**src/rtl/fg_pkg.sv**
```systemverilog
package fg_pkg;

  localparam int FG_AW      = 32;
  localparam int FG_GRAN_LG = 2;

  typedef enum logic [1:0] {
    FG_V_SPLIT   = 2'd0,
    FG_V_STRICT  = 2'd1,
    FG_V_LENIENT = 2'd2,
    FG_V_OFF     = 2'd3
  } fg_var_e;

  typedef struct packed {
    logic [FG_AW-1:0] addr;
    logic             mis;
    logic             err;
    logic             exc;
  } fg_res_t;

  // window table indices
  localparam int WI_SPLIT_ERR_LO  = 0;
  localparam int WI_SPLIT_ERR_HI  = 1;
  localparam int WI_SPLIT_EXC     = 2;
  localparam int WI_SPLIT_BOOT    = 3;
  localparam int WI_WIDE_ERR      = 4;
  localparam int WI_LEN_EXC       = 5;
  localparam int WI_LEN_BOOT      = 6;
  localparam int FG_NWIN          = 7;

  function automatic logic [FG_AW-1:0] fg_win_lo(input int idx);
    case (idx)
      WI_SPLIT_ERR_LO: return 32'hFE80_0000;
      WI_SPLIT_ERR_HI: return 32'hFEFF_0600;
      WI_SPLIT_EXC:    return 32'hFE00_4000;
      WI_SPLIT_BOOT:   return 32'hFE00_0000;
      WI_WIDE_ERR:     return 32'hFE80_0000;
      WI_LEN_EXC:      return 32'hFE00_8000;
      default:         return 32'hFE00_0000;
    endcase
  endfunction

  function automatic logic [FG_AW-1:0] fg_win_hi(input int idx);
    case (idx)
      WI_SPLIT_ERR_LO: return 32'hFEFE_FFFF;
      WI_SPLIT_ERR_HI: return 32'hFEFF_7FFF;
      WI_SPLIT_EXC:    return 32'hFE7F_FFFF;
      WI_SPLIT_BOOT:   return 32'hFE00_3FFF;
      WI_WIDE_ERR:     return 32'hFEFF_FFFF;
      WI_LEN_EXC:      return 32'hFE7F_FFFF;
      default:         return 32'hFE00_7FFF;
    endcase
  endfunction

endpackage

```
**src/rtl/fg_align.sv**
```systemverilog
module fg_align
  import fg_pkg::*;
#(
  parameter int AW      = FG_AW,
  parameter int GRAN_LG = FG_GRAN_LG
) (
  input  logic [AW-1:0] addr_i,
  input  fg_var_e       var_i,
  output logic [AW-1:0] addr_o,
  output logic          mis_o
);
  localparam logic [AW-1:0] LOW_MASK = AW'((1 << GRAN_LG) - 1);

  logic [AW-1:0] cleared;

  always_comb begin
    mis_o   = |(addr_i & LOW_MASK);
    cleared = addr_i & ~LOW_MASK;
    addr_o  = (var_i == FG_V_OFF) ? addr_i : cleared;
  end
endmodule

```
**src/rtl/fg_classify.sv**
```systemverilog
module fg_classify
  import fg_pkg::*;
#(
  parameter int AW   = FG_AW,
  parameter int NWIN = FG_NWIN
) (
  input  logic [AW-1:0] addr_i,
  input  logic          mis_i,
  input  logic          ram_en_i,
  input  fg_var_e       var_i,
  output logic          mis_o,
  output logic          err_o,
  output logic          exc_o
);
  logic [NWIN-1:0] hit;

  for (genvar gi = 0; gi < NWIN; gi++) begin : g_win
    localparam logic [AW-1:0] LO = fg_win_lo(gi);
    localparam logic [AW-1:0] HI = fg_win_hi(gi);
    assign hit[gi] = (addr_i >= LO) && (addr_i <= HI);
  end

  logic err_raw, exc_raw;

  always_comb begin
    mis_o   = 1'b0;
    err_raw = 1'b0;
    exc_raw = 1'b0;
    unique case (var_i)
      FG_V_SPLIT: begin
        mis_o   = mis_i;
        err_raw = hit[WI_SPLIT_ERR_LO] | hit[WI_SPLIT_ERR_HI];
        exc_raw = hit[WI_SPLIT_EXC] | (hit[WI_SPLIT_BOOT] & ~ram_en_i);
      end
      FG_V_STRICT: begin
        err_raw = mis_i | hit[WI_WIDE_ERR];
      end
      FG_V_LENIENT: begin
        err_raw = hit[WI_WIDE_ERR];
        exc_raw = hit[WI_LEN_EXC] | (hit[WI_LEN_BOOT] & ~ram_en_i);
      end
      default: ;
    endcase
    // error outranks exception
    err_o = err_raw;
    exc_o = exc_raw & ~err_raw;
  end
endmodule

```
**src/rtl/fg_stage.sv**
```systemverilog
module fg_stage
  import fg_pkg::*;
(
  input  logic    clk,
  input  logic    rst_n,
  input  logic    in_valid,
  output logic    in_ready,
  input  fg_res_t in_res,
  output logic    out_valid,
  input  logic    out_ready,
  output fg_res_t out_res
);
  logic take;

  assign in_ready = ~out_valid | out_ready;
  assign take     = in_valid & in_ready;

  always_ff @(posedge clk) begin
    if (!rst_n) begin
      out_valid <= 1'b0;
      out_res   <= '0;
    end else begin
      if (take) begin
        out_valid <= 1'b1;
        out_res   <= in_res;
      end else if (out_ready) begin
        out_valid <= 1'b0;
      end
    end
  end

  AST_ACCEPT_SHOWS: assert property (@(posedge clk) disable iff (!rst_n)
    in_valid && in_ready |=> out_valid);
  AST_STALL_HOLDS: assert property (@(posedge clk) disable iff (!rst_n)
    out_valid && !out_ready |=> out_valid && $stable(out_res));
  AST_STALL_BLOCKS: assert property (@(posedge clk) disable iff (!rst_n)
    out_valid && !out_ready |-> !in_ready);
endmodule

```
**src/rtl/fetch_guard.sv**
```systemverilog
module fetch_guard
  import fg_pkg::*;
#(
  parameter int AW      = FG_AW,
  parameter int GRAN_LG = FG_GRAN_LG
) (
  input  logic          clk,
  input  logic          rst_n,
  input  logic          in_valid,
  output logic          in_ready,
  input  logic [AW-1:0] in_addr,
  input  logic          ram_en,
  input  logic [1:0]    variant,
  output logic          out_valid,
  input  logic          out_ready,
  output logic [AW-1:0] out_addr,
  output logic          out_misalign,
  output logic          out_err,
  output logic          out_exc
);
  fg_var_e       var_sel;
  logic [AW-1:0] adj_addr;
  logic          raw_mis;
  fg_res_t       nxt, cur;

  assign var_sel = fg_var_e'(variant);

  fg_align #(.AW(AW), .GRAN_LG(GRAN_LG)) u_align (
    .addr_i (in_addr),
    .var_i  (var_sel),
    .addr_o (adj_addr),
    .mis_o  (raw_mis)
  );

  fg_classify #(.AW(AW)) u_class (
    .addr_i   (adj_addr),
    .mis_i    (raw_mis),
    .ram_en_i (ram_en),
    .var_i    (var_sel),
    .mis_o    (nxt.mis),
    .err_o    (nxt.err),
    .exc_o    (nxt.exc)
  );

  assign nxt.addr = adj_addr;

  fg_stage u_stage (
    .clk       (clk),
    .rst_n     (rst_n),
    .in_valid  (in_valid),
    .in_ready  (in_ready),
    .in_res    (nxt),
    .out_valid (out_valid),
    .out_ready (out_ready),
    .out_res   (cur)
  );

  assign out_addr     = cur.addr;
  assign out_misalign = cur.mis;
  assign out_err      = cur.err;
  assign out_exc      = cur.exc;

  AST_ONE_FAULT: assert property (@(posedge clk) disable iff (!rst_n)
    out_valid |-> !(out_err && out_exc));
  AST_MIS_CLEARED: assert property (@(posedge clk) disable iff (!rst_n)
    out_valid && out_misalign |-> out_addr[GRAN_LG-1:0] == '0);
  AST_ODD_ONLY_BYPASS: assert property (@(posedge clk) disable iff (!rst_n)
    out_valid && (out_addr[GRAN_LG-1:0] != '0) |-> !out_misalign && !out_err && !out_exc);
endmodule

```
**config.mk**
```make
export PLATFORM = sky130hd
export DESIGN_NAME = fetch_guard
export DESIGN_NICKNAME = d
export VERILOG_FILES = /design/src/rtl/fg_pkg.sv /design/src/rtl/fg_align.sv /design/src/rtl/fg_classify.sv /design/src/rtl/fg_stage.sv /design/src/rtl/fetch_guard.sv
export SDC_FILE = /design/constraint.sdc
export NUM_CORES = 1
export LEC_CHECK = 0
export BUFFER_PORTS_ARGS = -buffer_cell sky130_fd_sc_hd__buf_2
export CELL_PAD_IN_SITES_DETAIL_PLACEMENT = 2
export CELL_PAD_IN_SITES_GLOBAL_PLACEMENT = 2
export CORE_MARGIN = 8
export CORE_UTILIZATION = 24
export DETAILED_ROUTE_END_ITERATION = 16
export PLACE_DENSITY_LB_ADDON = 0.1
export SLEW_MARGIN = 10
export SYNTH_ARGS = -nofsm -noshare
export SYNTH_HDL_FRONTEND = slang
export SYNTH_SLANG_ARGS = --single-unit
```
**constraint.sdc**
```tcl
create_clock -name clk -period 1.6 [get_ports clk]
set_clock_uncertainty 0.1 [all_clocks]
set_input_delay 0.48 -clock clk [delete_from_list [all_inputs] [get_ports clk]]
set_output_delay 0.48 -clock clk [all_outputs]
set_load 0.03 [all_outputs]
```
# == Yosys cells after proc, flatten, opt, wreduce, memory -nomap -nowiden ==
# Index checks and enable logic that the tools add are counted.
# word_totals
reg_bits,36
input_bits,39
out_inout_bits,37
elab_cells,47
# op_classes
order_cmp,11
n_eq_ne,3
n_mux,6
n_bitwise,12
n_reduce_logical,10
# op_table
operator,n
32-bit <= comparator (second input constant),6
32-bit >= comparator (second input constant),5
1-bit logical AND,7
1-bit OR,5
1-bit AND,4
2-bit == test (second input constant),2
1-bit 2-to-1 mux,3
1-bit inverter,3
1-bit one-hot mux with 3 select lines,1
2-bit by 1-bit == test with 1-bit output (second input constant),1
2-bit logical NOT,1
2-bit 2-to-1 mux,1
1-bit one-hot mux with 2 select lines,1
2-bit nonzero test,1
2-bit OR reduction,1

# == Logic depth before layout (Yosys ltp) ==
# Gate-level depths: netlist of the first run.
# depth
depth_word,8
mapped_depth,6
mapped_depth_nobuf,4

# == Modules after synthesis ==
# From an unflattened synthesis of the first run, not the netlist that was laid out.
# hier_totals
hier_cells,209
area_unflattened_um2,1848.0
# modules_own_cells
mod,instances,cells_per_inst,area_each_um2,seq_area_each_um2
fg_stage,1,157,1480.2,720.7
fg_align,1,33,245.2,0.0
fg_classify,1,19,122.6,0.0

# == Worst setup path after synthesis of the first run ==
# Ideal clock, no wire load.
# synth_timing
kind,register to register
startpoint,register u_stage.out_valid
endpoint,register u_stage.out_res[11] (netlist name)
setup_ns,0.116
arrival_time_ns,1.220
required_time_ns,1.384
slack_ns,0.164
path_stages_with_launch,7
period_less_slack_ns,1.436
path_cell_list,dfxtp_1 > nand2b_4 > and2_4 > buf_8 > buf_6 > nand2_1 > a21boi_1
# synth_between
elab_chain_len,3
# synth_lines
element,line_no,text
from (decl),fg_stage.sv:9,"output logic out_valid,"
from (signal assigned),fg_stage.sv:20,out_valid <= 1'b0;
from (signal assigned),fg_stage.sv:24,out_valid <= 1'b1;
from (signal assigned),fg_stage.sv:27,out_valid <= 1'b0;
1-bit inverter,fg_stage.sv:15,assign in_ready = ~out_valid | out_ready;
1-bit OR,fg_stage.sv:15,
net in_ready,fetch_guard.sv:10,"output logic in_ready,"
1-bit AND,fg_stage.sv:16,assign take = in_valid & in_ready;
to (signal assigned),fg_stage.sv:25,out_res <= in_res;
to (decl),fg_stage.sv:11,output fg_res_t out_res
# The timed path passes the listed nets, and every way through them passes these cells.
# A chain may end at the register's enable or synchronous reset.

# == Worst setup path in the final report of the first run ==
# layout_timing
startpoint,register u_stage.out_valid
endpoint,output in_ready
# layout_between
elab_chain_len,2
# layout_lines
element,line_no
1-bit inverter,fg_stage.sv:15
1-bit OR,fg_stage.sv:15
to (decl),fetch_guard.sv:10
# Every way passes these cells.

==> impl_metrics.json, run 1 <==
{
  "final_layout_size_suffix_gt1_frac": 0.3682,
  "numCtsBuffers": 5,
  "power_w": 0.001943,
  "vias_per_cell": 4.624,
  "synth_top_area_cell": "dfxtp_1",
  "finalWirelength_um": 5359,
  "clock_path_buffers": 2,
  "fin_crit_ns": 1.491,
  "initial_utilization": 0.2420,
  "p_per_area_nw_per_um2": 934.3,
  "grt_usage": 0.1235,
  "cap_viol_max_count": 0,
  "synth_top_area_share": 0.4800,
  "cp-start-kind": "register",
  "post_cts_resized": 0,
  "arrival_ns": 0.91,
  "rows": 29,
  "antenna_cells": 0,
  "gp_congestion": 0.7037,
  "syn_nets": 217,
  "vias": 1549,
  "fin_crit_sh": 0.9318,
  "drv_slew": 0,
  "cts-htree-levels": 2,
  "crit_path_cell_trace": "nand2b_4, buf_2",
  "cp_max_fo": 4,
  "crit_slowest_cell": "dfxtp_1",
  "r2r_slack_ns": 0.37,
  "worstMarginPinSlew_ns": 0.3600,
  "clkTransAtPathRegs_ns": 0.06,
  "hold_path.class": "input pin to register",
  "drt_first_iter_violations": 59,
  "ys_ff_latch": 36,
  "cp.required_ns": 1.02,
  "stdcell_area_um2": 2079,
  "antenna_found_initial": 0,
  "slew-limit-headroom": 0.7578,
  "synth_area_leaders": "dfxtp_1, nand2_1, a21boi_1, buf_6, nand4_1",
  "yosysUniqueCellTypes": 26,
  "die_h_um": 95.10,
  "postCtsSetupBuffers": 0,
  "clock-sinks": 36,
  "setup_viol": 0,
  "area_delta_synth_final_pct": 38.50,
  "hold_buffers": 0,
  "syn_avg_cell_area_um2": 8.435,
  "nNetsFinal": 299,
  "hpwlAfterDp_um": 4357,
  "fmax_mhz": 670.7,
  "io_pins": 76,
  "p_leak_nw": 0.9771,
  "status": "complete, no violations",
  "die_w_um": 95.10,
  "grt_max_degree": 23,
  "rsz0062_at_grt": "false",
  "overflow": 0,
  "drt_first_pass_iters": 3,
  "core_area_um2": 6205,
  "synth_area_um2": 1501,
  "wire_per_inst_um": 16.00,
  "grt_pass1_wl_um": 8659,
  "insertion_delay_ns": 0.28,
  "setup.worst_path.end_class": "primary output",
  "ys_seq_area_frac": 0.4800,
  "grt_pass1_vias": 1766,
  "syn_inst": 178,
  "hold_viol": 0,
  "ir_drop_mv": 0.2972,
  "drcViolationCount": 0,
  "path_class": "register to primary output",
  "cts-root-buf": "clkbuf_8",
  "portBuffers": 75,
  "die-area_um2": 9043,
  "ant_nets": 0,
  "synthesis.yosys.warnings": 0,
  "cts_tree": "yes",
  "crit_path_max_incr_delay_ns": 0.38,
  "place_area_um2": 2011
}
==> final cells by class <==
cell class	count	area, µm²
fill	777	4125
tap	77	96.34
timing repair buffer	86	495.5
inverter	3	11.26
multi-input combinational	128	686.9
sequential	36	720.7
clock buffer	5	68.82
==> where the power goes <==
part	internal, W	switching (W)	leakage (nW)
Sequential	0.000945	0.0000237	0.296
Combinational	0.000150	0.000250	0.645
Clock	0.000280	0.000293	0.0359
==> layer usage <==
metal  part of all wire  routed length [µm]  vias to the layer above  GRT usage
li1                   -                   -                      755          -
met1               0.42                2251                      747     0.1393
met5                  0                   0                        -          0
met3              0.065                 348                        6    0.04252
met4              0.011                  60                        0    0.03901
met2               0.50                2699                       41     0.2135
==> synth_stat cells <==
master / count
buf_6: 3
buf_2: 3
a21boi_0: 2
o31ai_1: 1
a21oi_1: 1
nand2_1: 67
o211ai_1: 1
o21a_1: 1
clkbuf_1: 3
nand2_2: 1
nand4_1: 5
inv_1: 3
buf_4: 1
nand3_1: 3
nor2_1: 2
buf_8: 1
and2_4: 1
a31oi_1: 1
nor4b_1: 1
nor3_1: 2
nand2b_4: 1
a21boi_1: 33
nand3_2: 1
nor4_1: 3
o2111ai_1: 1
dfxtp_1: 36
==> cells by family after synthesis <==
logic type,count (synthesis),share of synthesized area
AND/OR/NAND/NOR,87,0.2542
AO/OA/AOI/OAI,41,0.2033
flip-flops,36,0.4800
buffers and inverters,14,0.06249
==> critical path, delay by kind of cell, from the launching register on <==
| family | cells | cell delay, ns |
|---|---|---|
| and+or+nand+nor | 1 | 0.08 |
| buffers and inverters | 1 | 0.18 |
| DFF | 1 | 0.38 |
==> cells in the final DEF (no fill, tap or decap), types with 2 or more instances in the layout <==
cell type,instances
nand3_1,3
nand4_1,5
buf_12,3
nor3_1,2
nand2_1,67
a21boi_1,33
inv_1,3
a21boi_0,2
dfxtp_1,36
nor4_1,3
nor2_1,2
buf_2,75
clkbuf_8,5
buf_4,8
==> registers in the layout (all words and copies together), names as in the netlist <==
signal	flops
u_stage.out_valid	1
u_stage.out_res	35
==> path summary, 6_finish.rpt <==
path | endpoint | cells after the start | from
min | u_stage.out_res[8] | 3 | in_addr[5]
min reg2reg | u_stage.out_res[15] | 2 | u_stage.out_res[15]
max reg2reg | u_stage.out_res[23] | 5 | u_stage.out_valid
max | in_ready | 2 | u_stage.out_valid
==> through the flow <==
step	setup slack [ns]	utilization	hold slack (ns)	std cells	setup TNS, ns
floorplan	0.1636	-	0.4745	178	0
global placement	0.02037	0.3241	0.3377	330	0
detailed placement	-0.06661	0.3241	0.3497	330	-0.06661
CTS	0.07352	0.3351	0.3237	335	0
global route	0.05096	0.3351	0.3331	335	0
finish	0.1091	0.3351	0.3374	335	0
Power figures use the tool's default switching activity.
==> run 2: changes to the inputs <==
- CTS_BUF_LIST: unset -> sky130_fd_sc_hd__clkbuf_16
==> impl_metrics.json, run 2 (synthesis results as in run 1) <==
{
  "status": "complete, no violations",
  "antenna_cells": 0,
  "die_h_um": 95.10,
  "setup_viol": 0,
  "numCtsBuffers": 5,
  "post_cts_resized": 0,
  "p_per_area_nw_per_um2": 1058,
  "grt_max_degree": 23,
  "drt_first_iter_violations": 57,
  "crit_buf_inv": 1,
  "grt_pass1_wl_um": 8694,
  "cp.required_ns": 1.02,
  "portBuffers": 75,
  "hold_path.class": "input pin to register",
  "ir_drop_mv": 0.5357,
  "core_area_um2": 6205,
  "cts_tree": "yes",
  "wire_per_inst_um": 16.41,
  "crit_family": "flip-flops",
  "insertion_delay_ns": 0.27,
  "grt_pass1_vias": 1739,
  "hold_viol": 0,
  "cts-htree-levels": 2,
  "postCtsSetupBuffers": 0,
  "drv_slew": 0,
  "rsz0062_at_grt": "false",
  "rows": 29,
  "mostFrequentLayoutCell": "buf_2",
  "fin_crit_sh": 0.9252,
  "finalWirelength_um": 5497,
  "drt_first_pass_iters": 4,
  "gp_congestion": 0.7037,
  "n_fill_cell": 764,
  "cp-start-kind": "register",
  "top_regs": "u_stage.out_res: 35 flops, u_stage.out_valid: 1 flops",
  "area_delta_synth_final_pct": 42.25,
  "path_class": "register to primary output",
  "grt_usage": 0.1250,
  "hpwlAfterDp_um": 4357,
  "cap_viol_max_count": 0,
  "die_w_um": 95.10,
  "largest_register": "u_stage.out_res",
  "die-area_um2": 9043,
  "initial_utilization": 0.2420,
  "vias": 1567,
  "clkTransAtPathRegs_ns": 0.05,
  "overflow": 0,
  "crit_slowest_cell": "dfxtp_1",
  "io_pins": 76,
  "p_leak_nw": 1.003,
  "clock_path_buffers": 2,
  "cts-root-buf": "clkbuf_16",
  "crit_path_cell_trace": "nand2b_4, buf_2",
  "antenna_found_initial": 0,
  "largest_reg_flops": 35,
  "pre_cts_ws_ns": -0.06661,
  "cp_max_fo": 4,
  "fin_crit_ns": 1.480,
  "slew-limit-headroom": 0.7525,
  "clock-sinks": 36,
  "crit_path_max_incr_delay_ns": 0.37,
  "ant_nets": 0,
  "worstMarginPinSlew_ns": 0.3679,
  "nNetsFinal": 299,
  "arrival_ns": 0.90,
  "vias_per_cell": 4.678,
  "final_layout_size_suffix_gt1_frac": 0.3682,
  "setup_slack_ns": 0.1196,
  "final_cell_mix": "buf_2, nand2_1, dfxtp_1",
  "fmax_mhz": 675.5,
  "hold_buffers": 0,
  "hold_ws_ns": 0.3451,
  "drcViolationCount": 0,
  "setup.worst_path.end_class": "primary output"
}
[run 2: cell types whose count changed in the layout (fill, tap and decap cells not counted)]
cell / change
clkbuf_16: +5
clkbuf_8: -5
[run 2: power breakdown]
part | switching (W) | internal, W | total (W)
combinational | 0.000253 | 0.000150 | 0.000403
clock | 0.000336 | 0.000550 | 0.000886
sequential | 0.0000237 | 0.000947 | 0.000971
total | 0.000613 | 0.00165 | 0.00226
[run 2: metrics by stage]
stage	TNS (ns)	instance area, µm²	instances	power, W	util
3_5_place_dp	-0.06661	2011	330	0.001402	0.3241
4_1_cts	0	2136	335	0.002302	0.3442
5_1_grt	0	2136	335	0.002376	0.3442
3_3_place_gp	0	2011	330	0.001395	0.3241
6_report	0	2136	335	0.002259	0.3442
2_1_floorplan	0	1501	178	0.001223	-
[run 2: final timing paths]
kind	startpoint	endpoint	slack [ns]	cells after the start
hold / removal	in_addr[3]	u_stage.out_res[6]	0.35	3
setup reg to reg	u_stage.out_valid	u_stage.out_res[23]	0.36	5
hold reg to reg	u_stage.out_res[15]	u_stage.out_res[15]	0.35	2
setup / recovery	u_stage.out_valid	in_ready	0.12	2
[run 2: per-layer routing]
layer | GRT usage | up-vias | share of wire
li1 | - | 755 | -
met1 | 0.1412 | 760 | 0.41
met2 | 0.2169 | 45 | 0.51
met3 | 0.04646 | 7 | 0.072
met4 | 0.03121 | 0 | 0.0082
met5 | 0 | - | 0
[run 2: cell type report]
type	count	area, µm²	share of cell area
Inverter	3	11.26	0.005272
Multi-Input combinational cell	128	686.9	0.3216
Timing Repair Buffer	86	495.5	0.2320
Tap cell	77	96.34	0.04511
Clock buffer	5	125.1	0.05858
Sequential cell	36	720.7	0.3374
[run 2: worst reg2reg max path, stage by stage, from the launching register on]
cell,delay [ns]
dfxtp_1,0.33
nand2b_4,0.09
and2_4,0.24
buf_4,0.20
nand2_1,0.07
a21boi_1,0.13
==> run 3: changes to the inputs <==
- CORE_ASPECT_RATIO: unset -> 1.75
==> impl_metrics.json, run 3 (synthesis results as in run 1) <==
{
  "antenna_cells": 0,
  "status": "complete, no violations",
  "grt_pass1_wl_um": 8700,
  "final_layout_size_suffix_gt1_frac": 0.3643,
  "wire_per_inst_um": 16.22,
  "whs_path_depth": 3,
  "cts-htree-levels": 2,
  "slew-limit-headroom": 0.7797,
  "portBuffers": 75,
  "die_w_um": 75.79,
  "vias_per_cell": 4.547,
  "grt_max_degree": 24,
  "n_fill_cell": 728,
  "clock_path_buffers": 2,
  "nNetsFinal": 297,
  "p_per_area_nw_per_um2": 1067,
  "drt_first_pass_iters": 3,
  "final_cell_mix": "buf_2, nand2_1, dfxtp_1",
  "drt_first_iter_violations": 25,
  "hpwlAfterDp_um": 4400,
  "path_class": "register to primary output",
  "drcViolationCount": 0,
  "setup_viol": 0,
  "cp.required_ns": 1.02,
  "post_cts_resized": 0,
  "vias": 1537,
  "area_delta_synth_final_pct": 42.08,
  "setup.worst_path.end_class": "primary output",
  "cap_viol_max_count": 0,
  "seqCellArea_um2": 720.7,
  "rsz0062_at_grt": "false",
  "numCtsBuffers": 5,
  "cp_max_fo": 4,
  "grt_usage": 0.1264,
  "core_area_um2": 6133,
  "worstMarginPinSlew_ns": 0.3274,
  "die_h_um": 120.6,
  "multiInputGateArea_um2": 686.9,
  "tns_ns": 0,
  "mostFrequentLayoutCell": "buf_2",
  "hold_viol": 0,
  "rows": 38,
  "p_leak_nw": 1.002,
  "grt_pass1_vias": 1727,
  "cts_tree": "yes",
  "gp_congestion": 0.7525,
  "clkTransAtPathRegs_ns": 0.05,
  "arrival_ns": 0.90,
  "fin_crit_ns": 1.483,
  "antenna_found_initial": 0,
  "overflow": 0,
  "reg2regPathDepth": 4,
  "clock-sinks": 36,
  "initial_utilization": 0.2448,
  "finalWirelength_um": 5484,
  "ir_drop_mv": 0.3974,
  "largest_reg_flops": 35,
  "postCtsSetupBuffers": 0,
  "io_pins": 76,
  "insertion_delay_ns": 0.27,
  "fin_crit_sh": 0.9270,
  "top_regs": "u_stage.out_res: 35 flops, u_stage.out_valid: 1 flops",
  "ant_nets": 0,
  "die-area_um2": 9143,
  "fmax_mhz": 674.2,
  "drv_slew": 0,
  "largest_register": "u_stage.out_res",
  "cp-start-kind": "register",
  "cts-root-buf": "clkbuf_16",
  "hold_path.class": "input pin to register",
  "hold_buffers": 0,
  "power_w": 0.002276
}
run 3: cell count changes in the layout (fill, tap and decap cells not counted):
| cell | previous run | this run |
|---|---|---|
| inv_1 | 3 | 4 |
| buf_4 | 8 | 6 |
| clkinv_2 | 0 | 1 |
run 3: stage by stage:
stage / cell area [µm²] / util / std cells / setup WS [ns] / hold slack, ns
6_report: 2133 / 0.3478 / 338 / 0.1168 / 0.3369
5_1_grt: 2133 / 0.3478 / 338 / 0.07580 / 0.3366
4_1_cts: 2133 / 0.3478 / 338 / 0.09826 / 0.3342
3_5_place_dp: 1999 / 0.3260 / 331 / 0.001108 / 0.3459
3_3_place_gp: 1999 / 0.3260 / 331 / 0.04922 / 0.3398
2_1_floorplan: 1501 / - / 178 / 0.1636 / 0.4745
run 3: critical path: stages, from the launching register on:
cell	delay [ns]
dfxtp_1	0.37
nand2b_4	0.08
buf_2	0.18
run 3: metal layers:
layer,vias up,global-route usage,share of wire
met4,0,0.04358,0.014
li1,751,-,-
met3,6,0.04478,0.079
met2,48,0.2192,0.52
met5,-,0,0
met1,732,0.1339,0.39
run 3: worst paths after layout:
| path | start | to | slack (ns) |
|---|---|---|---|
| setup / recovery | u_stage.out_valid | in_ready | 0.12 |
| hold / removal | in_addr[2] | u_stage.out_res[5] | 0.34 |
| setup reg to reg | u_stage.out_valid | u_stage.out_res[1] | 0.27 |
| hold reg to reg | u_stage.out_res[2] | u_stage.out_res[2] | 0.35 |
run 3: area by class of cell:
cell class | instances | share of cell area
repair buffers | 84 | 0.2252
well taps | 80 | 0.04692
multi-input cells | 128 | 0.3220
clock inverters | 2 | 0.004106
clock buffers | 5 | 0.05865
inverters | 3 | 0.005279
flip-flops and latches | 36 | 0.3378
run 3: report_power, final:
| part | leakage (nW) | internal (W) | switching [W] | total [W] |
|---|---|---|---|---|
| logic | 0.635 | 0.000148 | 0.000251 | 0.000398 |
| registers | 0.296 | 0.000946 | 0.0000238 | 0.000970 |
| clock network | 0.0709 | 0.000559 | 0.000349 | 0.000908 |
